$ cat src/rtl/sir_pkg.sv
package sir_pkg;
  localparam int          BYTE_W   = 8;
  localparam int          FCS_W    = 16;
  localparam logic [7:0]  XBOF_B   = 8'hFF;
  localparam logic [7:0]  BOF_B    = 8'hC0;
  localparam logic [7:0]  EOF_B    = 8'hC1;
  localparam logic [7:0]  ESC_B    = 8'h7D;
  localparam logic [7:0]  ESC_X    = 8'h20;
  localparam logic [15:0] CRC_POLY = 16'h8408;
  localparam logic [15:0] CRC_INIT = 16'hFFFF;

  typedef enum logic [2:0] {
    ST_IDLE, ST_XBOF, ST_BOF, ST_DATA, ST_DESC, ST_FCS, ST_EOF
  } sir_st_e;
endpackage

$ cat src/rtl/sir_esc.sv
module sir_esc
  import sir_pkg::*;
(
  input  logic [BYTE_W-1:0] byte_i,
  output logic              special_o,
  output logic [BYTE_W-1:0] flip_o
);
  assign special_o = (byte_i == BOF_B) || (byte_i == EOF_B) || (byte_i == ESC_B);
  assign flip_o    = byte_i ^ ESC_X;
endmodule

$ cat src/rtl/sir_fcs.sv
module sir_fcs #(
  parameter int             DW   = 8,
  parameter int             CW   = 16,
  parameter logic [CW-1:0]  POLY = 16'h8408,
  parameter logic [CW-1:0]  INIT = 16'hFFFF
) (
  input  logic          clk_i,
  input  logic          rst_ni,
  input  logic          clear_i,
  input  logic          en_i,
  input  logic [DW-1:0] data_i,
  output logic [CW-1:0] fcs_o
);
  logic [CW-1:0] crc_q, crc_nxt;

  // LSB-first reflected update, one bit per loop step
  always_comb begin
    crc_nxt = crc_q;
    for (int i = 0; i < DW; i++) begin
      crc_nxt = (crc_nxt >> 1) ^ (((crc_nxt[0] ^ data_i[i]) != 1'b0) ? POLY : '0);
    end
  end

  always_ff @(posedge clk_i or negedge rst_ni) begin
    if (!rst_ni)      crc_q <= INIT;
    else if (clear_i) crc_q <= INIT;
    else if (en_i)    crc_q <= crc_nxt;
  end

  assign fcs_o = ~crc_q;
endmodule

$ cat src/rtl/sir_frame_asm.sv
module sir_frame_asm
  import sir_pkg::*;
#(
  parameter int CNT_W = 6
) (
  input  logic             clk_i,
  input  logic             rst_ni,
  input  logic [CNT_W-1:0] xbof_cnt_i,
  input  logic [7:0]       in_data_i,
  input  logic             in_valid_i,
  input  logic             in_last_i,
  output logic             in_ready_o,
  output logic [7:0]       out_data_o,
  output logic             out_valid_o,
  input  logic             out_ready_i
);
  sir_st_e          st_q, st_d;
  logic [CNT_W-1:0] cnt_q, cnt_d;
  logic             fidx_q, fidx_d;   // 0: low check byte, 1: high
  logic             eph_q, eph_d;     // escape prefix already sent
  logic [FCS_W-1:0] fcs;
  logic             crc_clr, crc_en;
  logic             in_spec, fcs_spec;
  logic [7:0]       in_flip, fcs_flip, fcs_byte;

  assign fcs_byte = fidx_q ? fcs[15:8] : fcs[7:0];

  sir_esc u_in_esc (.byte_i(in_data_i), .special_o(in_spec),  .flip_o(in_flip));
  sir_esc u_fcs_esc(.byte_i(fcs_byte),  .special_o(fcs_spec), .flip_o(fcs_flip));

  sir_fcs #(
    .DW(BYTE_W), .CW(FCS_W), .POLY(CRC_POLY), .INIT(CRC_INIT)
  ) u_fcs (
    .clk_i(clk_i), .rst_ni(rst_ni), .clear_i(crc_clr), .en_i(crc_en),
    .data_i(in_data_i), .fcs_o(fcs)
  );

  always_comb begin
    st_d        = st_q;
    cnt_d       = cnt_q;
    fidx_d      = fidx_q;
    eph_d       = eph_q;
    out_valid_o = 1'b0;
    out_data_o  = '0;
    in_ready_o  = 1'b0;
    crc_clr     = 1'b0;
    crc_en      = 1'b0;
    unique case (st_q)
      ST_IDLE: begin
        if (in_valid_i) begin
          crc_clr = 1'b1;
          cnt_d   = xbof_cnt_i;
          fidx_d  = 1'b0;
          eph_d   = 1'b0;
          st_d    = (xbof_cnt_i == '0) ? ST_BOF : ST_XBOF;
        end
      end
      ST_XBOF: begin
        out_valid_o = 1'b1;
        out_data_o  = XBOF_B;
        if (out_ready_i) begin
          cnt_d = cnt_q - 1'b1;
          if (cnt_q == CNT_W'(1)) st_d = ST_BOF;
        end
      end
      ST_BOF: begin
        out_valid_o = 1'b1;
        out_data_o  = BOF_B;
        if (out_ready_i) st_d = ST_DATA;
      end
      ST_DATA: begin
        out_valid_o = in_valid_i;
        if (in_spec) begin
          // prefix only; payload byte stays pending upstream
          out_data_o = ESC_B;
          if (in_valid_i && out_ready_i) st_d = ST_DESC;
        end else begin
          out_data_o = in_data_i;
          in_ready_o = out_ready_i;
          if (in_valid_i && out_ready_i) begin
            crc_en = 1'b1;
            if (in_last_i) st_d = ST_FCS;
          end
        end
      end
      ST_DESC: begin
        out_valid_o = in_valid_i;
        out_data_o  = in_flip;
        in_ready_o  = out_ready_i;
        if (in_valid_i && out_ready_i) begin
          crc_en = 1'b1;
          st_d   = in_last_i ? ST_FCS : ST_DATA;
        end
      end
      ST_FCS: begin
        out_valid_o = 1'b1;
        if (fcs_spec && !eph_q) begin
          out_data_o = ESC_B;
          if (out_ready_i) eph_d = 1'b1;
        end else begin
          out_data_o = eph_q ? fcs_flip : fcs_byte;
          if (out_ready_i) begin
            eph_d = 1'b0;
            if (fidx_q) st_d = ST_EOF;
            else        fidx_d = 1'b1;
          end
        end
      end
      ST_EOF: begin
        out_valid_o = 1'b1;
        out_data_o  = EOF_B;
        if (out_ready_i) st_d = ST_IDLE;
      end
      default: st_d = ST_IDLE;
    endcase
  end

  always_ff @(posedge clk_i or negedge rst_ni) begin
    if (!rst_ni) begin
      st_q   <= ST_IDLE;
      cnt_q  <= '0;
      fidx_q <= 1'b0;
      eph_q  <= 1'b0;
    end else begin
      st_q   <= st_d;
      cnt_q  <= cnt_d;
      fidx_q <= fidx_d;
      eph_q  <= eph_d;
    end
  end
endmodule

$ cat config.mk
export PLATFORM = sky130hd
export DESIGN_NAME = sir_frame_asm
export DESIGN_NICKNAME = d
export VERILOG_FILES = /design/src/rtl/sir_pkg.sv /design/src/rtl/sir_esc.sv /design/src/rtl/sir_fcs.sv /design/src/rtl/sir_frame_asm.sv
export SDC_FILE = /design/constraint.sdc
export NUM_CORES = 1
export LEC_CHECK = 0
export ABC_AREA = 1
export BUFFER_PORTS_ARGS = -buffer_cell sky130_fd_sc_hd__buf_4
export CAP_MARGIN = 0
export CORE_ASPECT_RATIO = 2
export CORE_MARGIN = 10
export CORE_UTILIZATION = 35
export CTS_BUF_LIST = sky130_fd_sc_hd__clkbuf_4 sky130_fd_sc_hd__clkbuf_8 sky130_fd_sc_hd__clkbuf_16
export DETAILED_ROUTE_END_ITERATION = 12
export GPL_ROUTABILITY_DRIVEN = 0
export HOLD_SLACK_MARGIN = 0.15
export SYNTH_ARGS = -nofsm -noshare
export SYNTH_HDL_FRONTEND = slang
export SYNTH_SLANG_ARGS = --single-unit
$ cat constraint.sdc
create_clock -name clk_i -period 3.5 [get_ports clk_i]
set_clock_uncertainty 0.15 [all_clocks]
set_input_delay 0.7 -clock clk_i [delete_from_list [all_inputs] [get_ports clk_i]]
set_output_delay 0.7 -clock clk_i [all_outputs]
set_load 0.02 [all_outputs]
# Word-level counts from Yosys, hierarchy flattened
# Cells that the tools add are included.
[op_classes]
addsub = 1
reduce_logical = 18
bitwise = 19
muxes = 49
n_eq_ne = 24
[op_table]
columns = ["op", "count"]
rows = [
  ["16-bit two-way mux", 10],
  ["15-bit by 16-bit bitwise XOR with 16-bit output", 8],
  ["8-bit case mux with 6 select lines", 1],
  ["3-bit two-way mux", 14],
  ["8-bit == test, second input constant", 4],
  ["8-bit two-way mux", 3],
  ["3-bit case mux with 7 select lines", 1],
  ["2-bit != test, second input constant", 10],
  ["6-bit two-way mux", 3],
  ["8-bit by 7-bit == test with 1-bit output, second input constant", 2],
  ["16-bit NOT", 1],
  ["6-bit case mux with 2 select lines", 1],
  ["11-bit AND reduction", 1],
  ["1-bit two-way mux", 10],
  ["1-bit case mux with 2 select lines", 5],
  ["3-bit == test, second input constant", 3],
  ["1-bit bitwise XOR", 8],
  ["3-bit by 2-bit == test with 1-bit output, second input constant", 2],
  ["6-bit by 1-bit == test with 1-bit output, second input constant", 1],
  ["6-bit zero test", 1],
  ["3-bit AND reduction", 2],
  ["2-bit nonzero test", 3],
  ["6-bit by 1-bit subtractor with 6-bit output, second input constant", 1],
  ["1-bit logical OR", 4],
  ["10 further kinds", 12],
]
[word_totals]
inputBits = 19
output_inout_bits = 10
reg_bits = 27
word_cells = 116

# Logic depth before layout (Yosys ltp)
# Gate-level depths: netlist (run 1).
[depth]
word_depth = 26
ltp_mapped = 13
mapped_depth_nobuf = 12

# Modules after synthesis
# From an unflattened synthesis (run 1), not the netlist that was laid out.
[unflattened]
hier_cells = 415
area_unflattened_um2 = 2518.7
[modules_own_cells]
columns = ["mod", "cells_each", "seq_area_each_um2", "area_each_um2", "n_inst"]
rows = [
  ["sir_frame_asm", 201, 275.3, 1204.9, 1],
  ["sir_fcs", 168, 420.4, 1086.0, 1],
  ["sir_esc", 23, 0.0, 113.9, 2],
]

# Least setup slack after synthesis (run 1)
# Ideal clock, no wire load.
[synth_path]
kind = "input to output"
from = "in in_data_i[4]"
to = "out out_data_o[1]"
t_required_ns = 2.650
t_arrival_ns = 1.525
stages = 8
n_path_buf = 0
setup_slack_ns = 1.125
path_cell_list = "nor2_1 > nand3_1 > nand2_1 > nand3_2 > nand2_1 > nand2_1 > a21oi_1 > o21ai_0"
[synth_between]
elab_chain_cells = 5
word_cells_on_any_way = 7
cone_classes = "3 x eq/ne; 2 x mux; 2 x reduce/logical"
[synth_lines]
columns = ["item", "line", "text"]
rows = [
  ["start, declared", "sir_frame_asm.sv:9", "input logic [7:0] in_data_i,"],
  ["8-bit == test", "sir_esc.sv:8", "assign special_o = (byte_i == BOF_B) || (byte_i == EOF_B) || (byte_i == ESC_B);"],
  ["1-bit logical OR", "sir_esc.sv:8", ""],
  ["1-bit logical OR (*)", "sir_esc.sv:8", ""],
  ["8-bit two-way mux (*)", "sir_frame_asm.sv:73", "if (in_spec) begin"],
  ["8-bit case mux with 6 select lines (*)", "sir_frame_asm.sv:48", "unique case (st_q)"],
  ["end, declared", "sir_frame_asm.sv:13", "output logic [7:0] out_data_o,"],
]
# Mark *: on every way between the ends. The rest lies on a longest branch, timed or not.

# Worst setup path in the final report (run 1)
[layout_path]
from = "reg fidx_q"
to = "out out_data_o[5]"
[layout_between]
elab_chain_cells = 7
word_cells_on_any_way = 11
cone_classes = "3 x eq/ne; 4 x mux; 1 x bitwise; 3 x reduce/logical"
[layout_lines]
columns = ["item", "line", "text"]
rows = [
  ["start, declared", "sir_frame_asm.sv:19", "logic fidx_q, fidx_d;"],
  ["start signal, assigned", "sir_frame_asm.sv:127", "fidx_q <= fidx_d;"],
  ["8-bit two-way mux (*)", "sir_frame_asm.sv:26", "assign fcs_byte = fidx_q ? fcs[15:8] : fcs[7:0];"],
  ["8-bit == test", "sir_esc.sv:8", ""],
  ["1-bit logical OR (2 in a row)", "sir_esc.sv:8", ""],
  ["1-bit logical AND", "sir_frame_asm.sv:97", "if (fcs_spec && !eph_q) begin"],
  ["8-bit two-way mux (*)", "sir_frame_asm.sv:97", ""],
  ["8-bit case mux with 6 select lines (*)", "sir_frame_asm.sv:48", ""],
]
# Marked as above.

==> flow_summary.rst, run 1 <==
.. list-table::
   :header-rows: 1

   * - Metric
     - Value
   * - Xor/xnor share of the synthesized area
     - under 10%
   * - Relative slew slack
     - a little over 50%
   * - Worst slew pin tran
     - between 0.7 and 0.8 ns
   * - Number of standard cells in the final layout excluding fillers
     - 461
   * - Dominant combinational cell family by area after synthesis
     - simple AND/OR/NAND/NOR gates
   * - Sum of negative setup slack
     - 0 ns
   * - Power Dens Cells
     - ~1000 nW/um2
   * - DRT Pass-1 Iters
     - 4
   * - Max-slew violation count
     - 0
   * - Count of flip-flops with a built-in enable after synthesis
     - 0
   * - Overflow left after global routing
     - 0
   * - Number of setup violations in the final report
     - 0
   * - Initial Utilization
     - around 36%
   * - Async SR Flop Fraction
     - 100%
   * - Buffer type at the clock tree root
     - clkbuf_16
   * - Layout filler cell count
     - about 660
   * - Longest Clk Path Bufs
     - 2
   * - Critical path's top delay family
     - buffers and inverters
   * - Slowest library cell on the worst path
     - dfrtp_1
   * - Class of the most critical setup path
     - reg2out
   * - Number of different library cells in the post-synthesis netlist
     - 37
   * - Number of top-level pins
     - 29
   * - Largest net degree at the start of global routing
     - 28
   * - Multiplexer area fraction after synthesis
     - 0%
   * - Worst Setup End Kind
     - primary output
   * - Die W
     - approximately 77 um
   * - Simple logic cell fraction of the synthesized area
     - 40.3%
   * - Post-detail-place hpwl
     - 5440 um
   * - Hold-fix buffer count after cts
     - 0
   * - Time the worst path needs with I/O delays and setup
     - 2.89 ns
   * - Clock-pin slew of the registers on the worst-case setup and hold paths
     - around 0.070 ns
   * - Startpoint of the worst-slack reg-to-reg timing path
     - st_q[2]
   * - Total standard cell area after synthesis
     - 2280 um2
   * - Antenna Cells
     - 0
   * - Top cell type's share of synthesized area
     - 20.6%
   * - Number of buffers and inverters on the critical path
     - 4
   * - CP startpoint
     - fidx_q
   * - Yosys warning count
     - 0
   * - Post-CTS setup buffers
     - 0
   * - Net count after synthesis
     - 369
   * - Sequential cell area
     - 696 um2
   * - Clock tree from TritonCTS
     - done
   * - Initial antenna violation count
     - 0
   * - Vias in the first global route
     - roughly 2300
   * - Maximum VDD drop
     - roughly 0.65 mV
   * - Growth of design area from synthesis to finish
     - 15.7%
   * - # resized after CTS
     - 0
   * - Cell row count
     - 41
   * - Post-synthesis instance total
     - 348
   * - CP startpoint kind
     - flip-flop
   * - Library cell with the highest instance count after synthesis
     - nand2_1
   * - Slowest cell delay on critical path
     - between 0.3 and 0.4 ns
   * - Clk Latency, worst-skew pair
     - 0.27 ns
   * - Aggregate routed wire length
     - 6630 um
   * - Area of the placeable core
     - 6310 um2
   * - Critical path data required time
     - 2.65 ns
   * - Die span in y
     - 134 um
   * - Area taken by multi-input logic gates
     - 1360 um2
   * - Count of unresolved DRC violations after routing
     - 0
   * - Crit share post-route
     - between 80 and 90%
   * - Lkg Pwr
     - 1.39 nW
   * - Leading post-synthesis cells by instance count
     - 125 x nand2_1, 35 x inv_1, 35 x nand3_1, 19 x nor2_1, 16 x dfstp_2
   * - Largest area contributor in the synthesized netlist
     - nand2_1
   * - Sequential-to-total area share from yosys stat
     - 30.5%
   * - Fmax
     - 346 MHz
   * - Sink count of the clock tree
     - 27
   * - Setup repair after global routing missed its margin
     - no
   * - Proportion of layout cells with a drive suffix above 1
     - 21.9%
   * - Total via count in the routed design
     - 2263
   * - Overall fraction of global-route tracks in use
     - a little over an eighth
   * - Hold Vio Cnt, Final
     - 0
   * - Result of the run
     - complete, no violations
   * - Number of I/O port buffers
     - 28
   * - CP max FO
     - 14
   * - Drt first-iter violations
     - 80
   * - Share of the synthesized area in compound gates (AO/OA/AOI/OAI)
     - 10.8%
   * - Worst EP arrival
     - 2.04 ns
   * - Placed insts
     - 457
   * - Avg Cell Area, Syn
     - about 6.5 um2
   * - Biggest area contributors in the synthesized netlist
     - nand2_1 21%, dfstp_2 18%, dfrtp_1 12%
   * - Die ar.
     - 10300 um2
   * - Max-Cap Viols
     - 0
   * - Average routed wire per standard cell
     - 14.4 um
   * - Cell-by-cell listing of the critical path
     - buf_4, inv_2, nand2_1, nand2_1, inv_1, nand2_2, nor2_2, nand2_2, nand2_4, o21bai_1, nand3_1, buf_4
   * - Number of nets in the layout
     - roughly 400
   * - Share of synthesized cell area in full adder, half adder and majority cells
     - 1.10%
   * - Hold/Removal Path Class
     - in2async
   * - Flip-flop cell with the highest count after synthesis
     - dfstp_2
   * - Wire length of the first global-routing pass
     - 11000 um
   * - Remaining antenna violation count after routing
     - 0
   * - Number of register bits inferred by synthesis
     - 27
   * - Maximum level of the CTS H-tree
     - 1
   * - Total clock buffers created by CTS
     - 3
   * - Vias per cell
     - 4.91
-- worst paths after layout --
path | end | slack [ns] | depth (start not counted)
setup / recovery | out_data_o[5] | 0.61 | 12
min in group clk_i | u_fcs.crc_q[14] | 0.33 | 2
setup reg to reg | cnt_q[3] | 1.16 | 5
hold reg to reg | u_fcs.crc_q[14] | 0.33 | 2
max in group asynchronous | u_fcs.crc_q[6] | 2.70 | 1
hold / removal | st_q[0] | 0.18 | 1
-- metal layers --
layer  up-vias  global-route usage (%)  share of wire (%)
met2        58                    24.9                 54
li1       1157                       -                  -
met3        14                    2.68                3.8
met4         0                    6.63                4.0
met5         -                       0                  0
met1      1034                    12.7                 38
-- sequential cells by signal, summed over array words and instances (netlist names) --
| signal | cells |
|---|---|
| eph_q | 1 |
| cnt_q | 6 |
| fidx_q | 1 |
| u_fcs.crc_q | 16 |
| st_q | 3 |
-- power breakdown --
part	leakage (nW)	total, mW	switching, mW	internal [mW]
clock	0.0416	0.275	0.111	0.164
combinational	1.04	1.73	1.11	0.623
sequential	0.306	0.704	0.171	0.533
-- layout make-up --
cell class              instances  area share, %
well taps                      86           4.08
flip-flops and latches         27           26.4
inverters                      44           6.41
multi-input cells             270           51.4
clock buffers                   4           3.13
repair buffers                 30           8.55
-- cells in the final DEF (no fill, tap or decap), drive strengths merged, types with 2 or more instances in the layout --
master / instances
a211oi: 2
a21oi: 12
a22oi: 2
a31oi: 2
buf: 30
clkbuf: 4
clkinv: 2
dfrtp: 11
dfstp: 16
ha: 2
inv: 42
nand2: 142
nand3: 37
nor2: 24
nor3: 2
o21ai: 19
xnor2: 11
xor2: 8
-- stage by stage --
step | power, mW | setup WS, ns | utilization (%) | hold slack [ns] | cell area (um2)
6_report | 2.71 | 0.607 | 41.8 | 0.185 | 2640
5_1_grt | 2.97 | 0.499 | 41.8 | 0.207 | 2640
4_1_cts | 2.72 | 0.617 | 41.8 | 0.198 | 2640
3_5_place_dp | 2.44 | 0.896 | 40.5 | 0.324 | 2550
3_3_place_gp | 2.42 | 0.925 | 40.5 | 0.322 | 2550
2_1_floorplan | 1.96 | 1.12 | - | 0.254 | 2280
-- kinds of logic after synthesis --
group                      count (synthesis)
adders and majority gates                  2
and+or+nand+nor                          206
DFF                                       27
AOI/OAI and AO/OA                         43
buffers and inverters                     51
xor gates and xnor gates                  19
Note: power is estimated with default switching activity, not from simulation.
==> run 2: changes to the inputs <==
- ABC_AREA: 1 -> 0
- clock period: 3.5 -> 2.36 ns (I/O delays scaled with it)
==> run 2 against run 1 <==
Against the previous run: the flow now finishes with violations (negative setup slack); routed wire length grew 8.3%; count of clock-buffer cells in the layout shrank 1; area after synthesis shrank 6.3%; via count shrank 2.5%; setup slack lost 1.3 ns; final cell count shrank 15%; first-iteration DRC count grew 26%; die area shrank 5.0%; register-to-register slack lost 1.4 ns; cell area grew 15%; largest cell class unchanged.
==> flow_summary.rst, run 2 <==
.. list-table::
   :header-rows: 1

   * - Metric
     - Value
   * - Crit-path most repeated cell
     - a211oi_4
   * - Number of top-level pins
     - 29 (unchanged)
   * - Count of unresolved DRC violations after routing
     - 0 (unchanged)
   * - Net count after synthesis
     - 270 (was 369)
   * - Setup slack after layout
     - -0.734 ns (was 0.607 ns)
   * - Proportion of layout cells with a drive suffix above 1
     - 43.4% (was 21.9%)
   * - Time the worst path needs with I/O delays and setup
     - between 3 and 4 ns
   * - Relative slew slack
     - 61.3% (was 51.8%)
   * - Result of the run
     - complete, but fails checks (was complete, no violations)
   * - CP startpoint kind
     - flip-flop (unchanged)
   * - Sequential-to-total area share from yosys stat
     - 32.6% (was 30.5%)
   * - Overall fraction of global-route tracks in use
     - 15.4% (was 13.1%)
   * - Post-Route Hold Slack
     - 0.322 ns (was 0.185 ns)
   * - Worst EP arrival
     - 2.47 ns (was 2.04 ns)
   * - Global-route track usage on met2
     - 28.9% (was 24.9%)
   * - Placed insts
     - 385 (was 457)
   * - Largest area contributor in the synthesized netlist
     - dfstp_2 (was nand2_1)
   * - Largest net degree at the start of global routing
     - 28 (unchanged)
   * - Number of register bits inferred by synthesis
     - 27 (unchanged)
   * - Slowest cell delay on critical path
     - 0.56 ns (was 0.36 ns)
   * - Library cell with the highest instance count after synthesis
     - nand2_1 (unchanged)
   * - Antenna Cells
     - 0 (unchanged)
   * - Avg Cell Area, Syn
     - 8.57 um2 (was 6.54 um2)
   * - Global routing met1 resource utilization
     - 14.7% (was 12.7%)
   * - Total clock buffers created by CTS
     - 3 (unchanged)
   * - Worst Setup End Kind
     - primary output (unchanged)
   * - Met3 routing resource usage after global routing
     - 2.57% (was 2.68%)
   * - Number of different library cells in the post-synthesis netlist
     - 54 (was 37)
   * - Max-Cap Viols
     - 0 (unchanged)
   * - Critical path data required time
     - 1.74 ns (was 2.65 ns)
   * - Vias per cell
     - 5.66 (was 4.91)
   * - Area of the placeable core
     - 5960 um2 (was 6310 um2)
   * - Initial antenna violation count
     - 0 (unchanged)
   * - Clock tree from TritonCTS
     - done (unchanged)
   * - Die span in y
     - 130 um (was 134 um)
   * - Power, Total
     - 4.74 mW (was 2.71 mW)
   * - Most frequent cells in the layout
     - 80 x buf_4, 33 x nand2_1, 19 x o21ai_0, 18 x xnor2_1 (was 125 x nand2_1, 35 x inv_1, 35 x nand3_1, 30 x buf_4, 19 x nor2_1)
   * - Power Dens Cells
     - 1560 nW/um2 (was 1030 nW/um2)
   * - Setup repair after global routing missed its margin
     - yes (was no)
   * - Total via count in the routed design
     - 2206 (was 2263)
   * - Wire length of the first global-routing pass
     - 11500 um (was 11000 um)
   * - Max-slew violation count
     - 0 (unchanged)
   * - Yosys warning count
     - 0 (unchanged)
   * - Async SR Flop Fraction
     - 100% (unchanged)
   * - CP max FO
     - 4 (was 14)
   * - Maximum VDD drop
     - 0.657 mV (was 0.647 mV)
   * - Clock-pin slew of the registers on the worst-case setup and hold paths
     - 0.07 ns (about the same)
   * - Leading post-synthesis cells by instance count
     - 36 x nand2_1, 21 x o21ai_0, 18 x nor2_1, 18 x xnor2_1, 16 x dfstp_2 (was 125 x nand2_1, 35 x inv_1, 35 x nand3_1, 19 x nor2_1, 16 x dfstp_2)
   * - Aggregate routed wire length
     - 7180 um (was 6630 um)
   * - Post-synthesis instance total
     - 249 (was 348)
   * - Violations in the final reports
     - negative setup slack
   * - Count of flip-flops with a built-in enable after synthesis
     - 0 (unchanged)
   * - Number of setup violations in the final report
     - 10 (was 0)
   * - Flip-flop cell with the highest count after synthesis
     - dfstp_2 (unchanged)
   * - Hold Vio Cnt, Final
     - 0 (unchanged)
   * - Initial Utilization
     - 35.8% (was 36.1%)
   * - Cell-by-cell listing of the critical path
     - inv_2, o32a_1, or4b_4, a211oi_4, a211oi_4, o211ai_1, buf_4 (was buf_4, inv_2, nand2_1, nand2_1, inv_1, nand2_2, nor2_2, nand2_2, nand2_4, o21bai_1, nand3_1, buf_4)
   * - Most common cell after layout, fill and taps aside
     - buf_4 (was nand2_1)
   * - Buffer type at the clock tree root
     - clkbuf_16 (unchanged)
   * - Clk Latency, worst-skew pair
     - 0.27 ns (about the same)
   * - Sink count of the clock tree
     - 27 (unchanged)
   * - Maximum level of the CTS H-tree
     - 1 (unchanged)
   * - Average routed wire per standard cell
     - 18.4 um (was 14.4 um)
   * - Lkg Pwr
     - 1.33 nW (was 1.39 nW)
   * - Drt first-iter violations
     - 101 (was 80)
   * - Crit share post-route
     - 131%
   * - DRT Pass-1 Iters
     - 4 (unchanged)
   * - Total standard cell area after synthesis
     - 2130 um2 (was 2280 um2)
   * - Remaining antenna violation count after routing
     - 0 (unchanged)
   * - Fmax
     - 323 MHz
   * - Post-detail-place hpwl
     - 5770 um (was 5440 um)
   * - Final core occ
     - 50.9% (was 41.8%)
   * - Number of I/O port buffers
     - 28 (unchanged)
   * - Growth of design area from synthesis to finish
     - 42.1% (was 15.7%)
   * - Top cell type's share of synthesized area
     - 19.7% (was 20.6%)
   * - Die W
     - 75.2 um (was 77.0 um)
   * - Cell row count
     - 40 (was 41)
   * - Most flop-heavy register
     - u_fcs.crc_q (unchanged)
   * - Sequential cell area
     - 701 um2 (was 696 um2)
   * - Number of nets in the layout
     - 349 (was 397)
   * - Biggest regs
     - u_fcs.crc_q x16, cnt_q x6, st_q x3 (unchanged)
   * - Layout filler cell count
     - 563 (was 664)
   * - Class of the most critical setup path
     - reg2out (unchanged)
   * - Largest register FFs
     - 16 (unchanged)
   * - Slowest library cell on the worst path
     - or4b_4 (was dfrtp_1)
   * - Biggest area contributors in the synthesized netlist
     - dfstp_2 20%, dfrtp_1 13%, xnor2_1 7.4% (was nand2_1 21%, dfstp_2 18%, dfrtp_1 12%)
   * - Worst slew pin tran
     - 0.577 ns (was 0.718 ns)
   * - Number of standard cells in the final layout excluding fillers
     - 390 (was 461)
   * - Hold/Removal Path Class
     - in2reg (was in2async)
   * - Area taken by multi-input logic gates
     - 1460 um2 (was 1360 um2)
   * - Die ar.
     - 9810 um2 (was 10300 um2)
   * - Overflow left after global routing
     - 0 (unchanged)
   * - Longest Clk Path Bufs
     - 2 (unchanged)
   * - Vias in the first global route
     - 2291 (was 2329)
   * - Global route hottest layer
     - met2 (unchanged)
[run 2: cell types whose count changed in the layout (fill, tap and decap cells not counted), moves of 5 or more]
cell | previous run | this run
nand2_2 | 14 | 3
mux2i_1 | 0 | 14
nand2_1 | 125 | 33
buf_6 | 0 | 6
inv_2 | 6 | 1
nand3_1 | 35 | 0
inv_1 | 35 | 3
xnor2_1 | 11 | 18
buf_4 | 30 | 80
o211ai_1 | 1 | 13
[run 2: per-layer routing]
metal  share of wire (%)  vias up
met1                  36     1067
met4                 6.1        0
met3                 3.4       27
li1                    -     1047
met5                   0        -
met2                  54       65
[run 2: worst max-delay path, delay by kind of cell, from the launching register on]
family | cells | cell delay, ns
DFF | 1 | 0.55
buffers and inverters | 2 | 0.22
AOI/OAI and AO/OA | 4 | 0.88
and+or+nand+nor | 1 | 0.56
[run 2: kinds of logic (layout without fill, tap and decap cells)]
family          Yosys count  after routing  synth area share [%]
compound gates           68             68                  20.9
flops                    27             27                  32.6
xor+xnor                 25             25                  10.3
mux                      19             19                  9.50
buf+inv                  19             97                  4.92
simple gates             89             89                  20.7
fa+ha+maj                 2              2                  1.17
[run 2: cell type report]
type | instances | area share [%]
Inverter | 5 | 0.619
Clock inverter | 1 | 0.165
Timing Repair Buffer | 88 | 23.0
Tap cell | 63 | 2.60
Clock buffer | 3 | 2.47
Sequential cell | 27 | 23.1
Multi-Input combinational cell | 203 | 48.0
[run 2: power breakdown]
group | switching, mW | leakage [nW] | total [mW] | internal, mW
combinational | 1.65 | 0.989 | 3.28 | 1.63
clock | 0.177 | 0.0409 | 0.407 | 0.230
sequential | 0.268 | 0.299 | 1.05 | 0.781
[run 2: timing repair]
action | in CTS | in global routing
hold buffers | 1 | 0
gates cloned | 0 | 0
endpoints found under the setup margin | 10 | 14
resized for setup | 9 | 17
endpoints found under the hold margin | 11 | 0
pin swaps | 6 | 6
setup buffers | 2 | 1
[run 2: final timing paths]
path,startpoint,endpoint,slack (ns),cells after the start
max in group asynchronous,rst_ni,u_fcs.crc_q[7],1.23,2
setup reg to reg,u_fcs.crc_q[1],st_q[0],-0.27,7
hold / removal,xbof_cnt_i[0],cnt_q[0],0.32,3
setup / recovery,u_fcs.crc_q[1],out_data_o[2],-0.73,7
min in group asynchronous,rst_ni,st_q[0],0.52,2
hold reg to reg,u_fcs.crc_q[9],u_fcs.crc_q[9],0.38,2
[run 2: stage by stage]
stage / setup TNS, ns / setup WS [ns] / instance area (um2)
6_report: -5.13 / -0.734 / 3030
5_1_grt: -5.70 / -0.784 / 3030
4_1_cts: -5.11 / -0.702 / 2980
3_5_place_dp: -4.16 / -0.446 / 2830
3_3_place_gp: -3.60 / -0.391 / 2830
2_1_floorplan: -1.39 / -0.302 / 2180
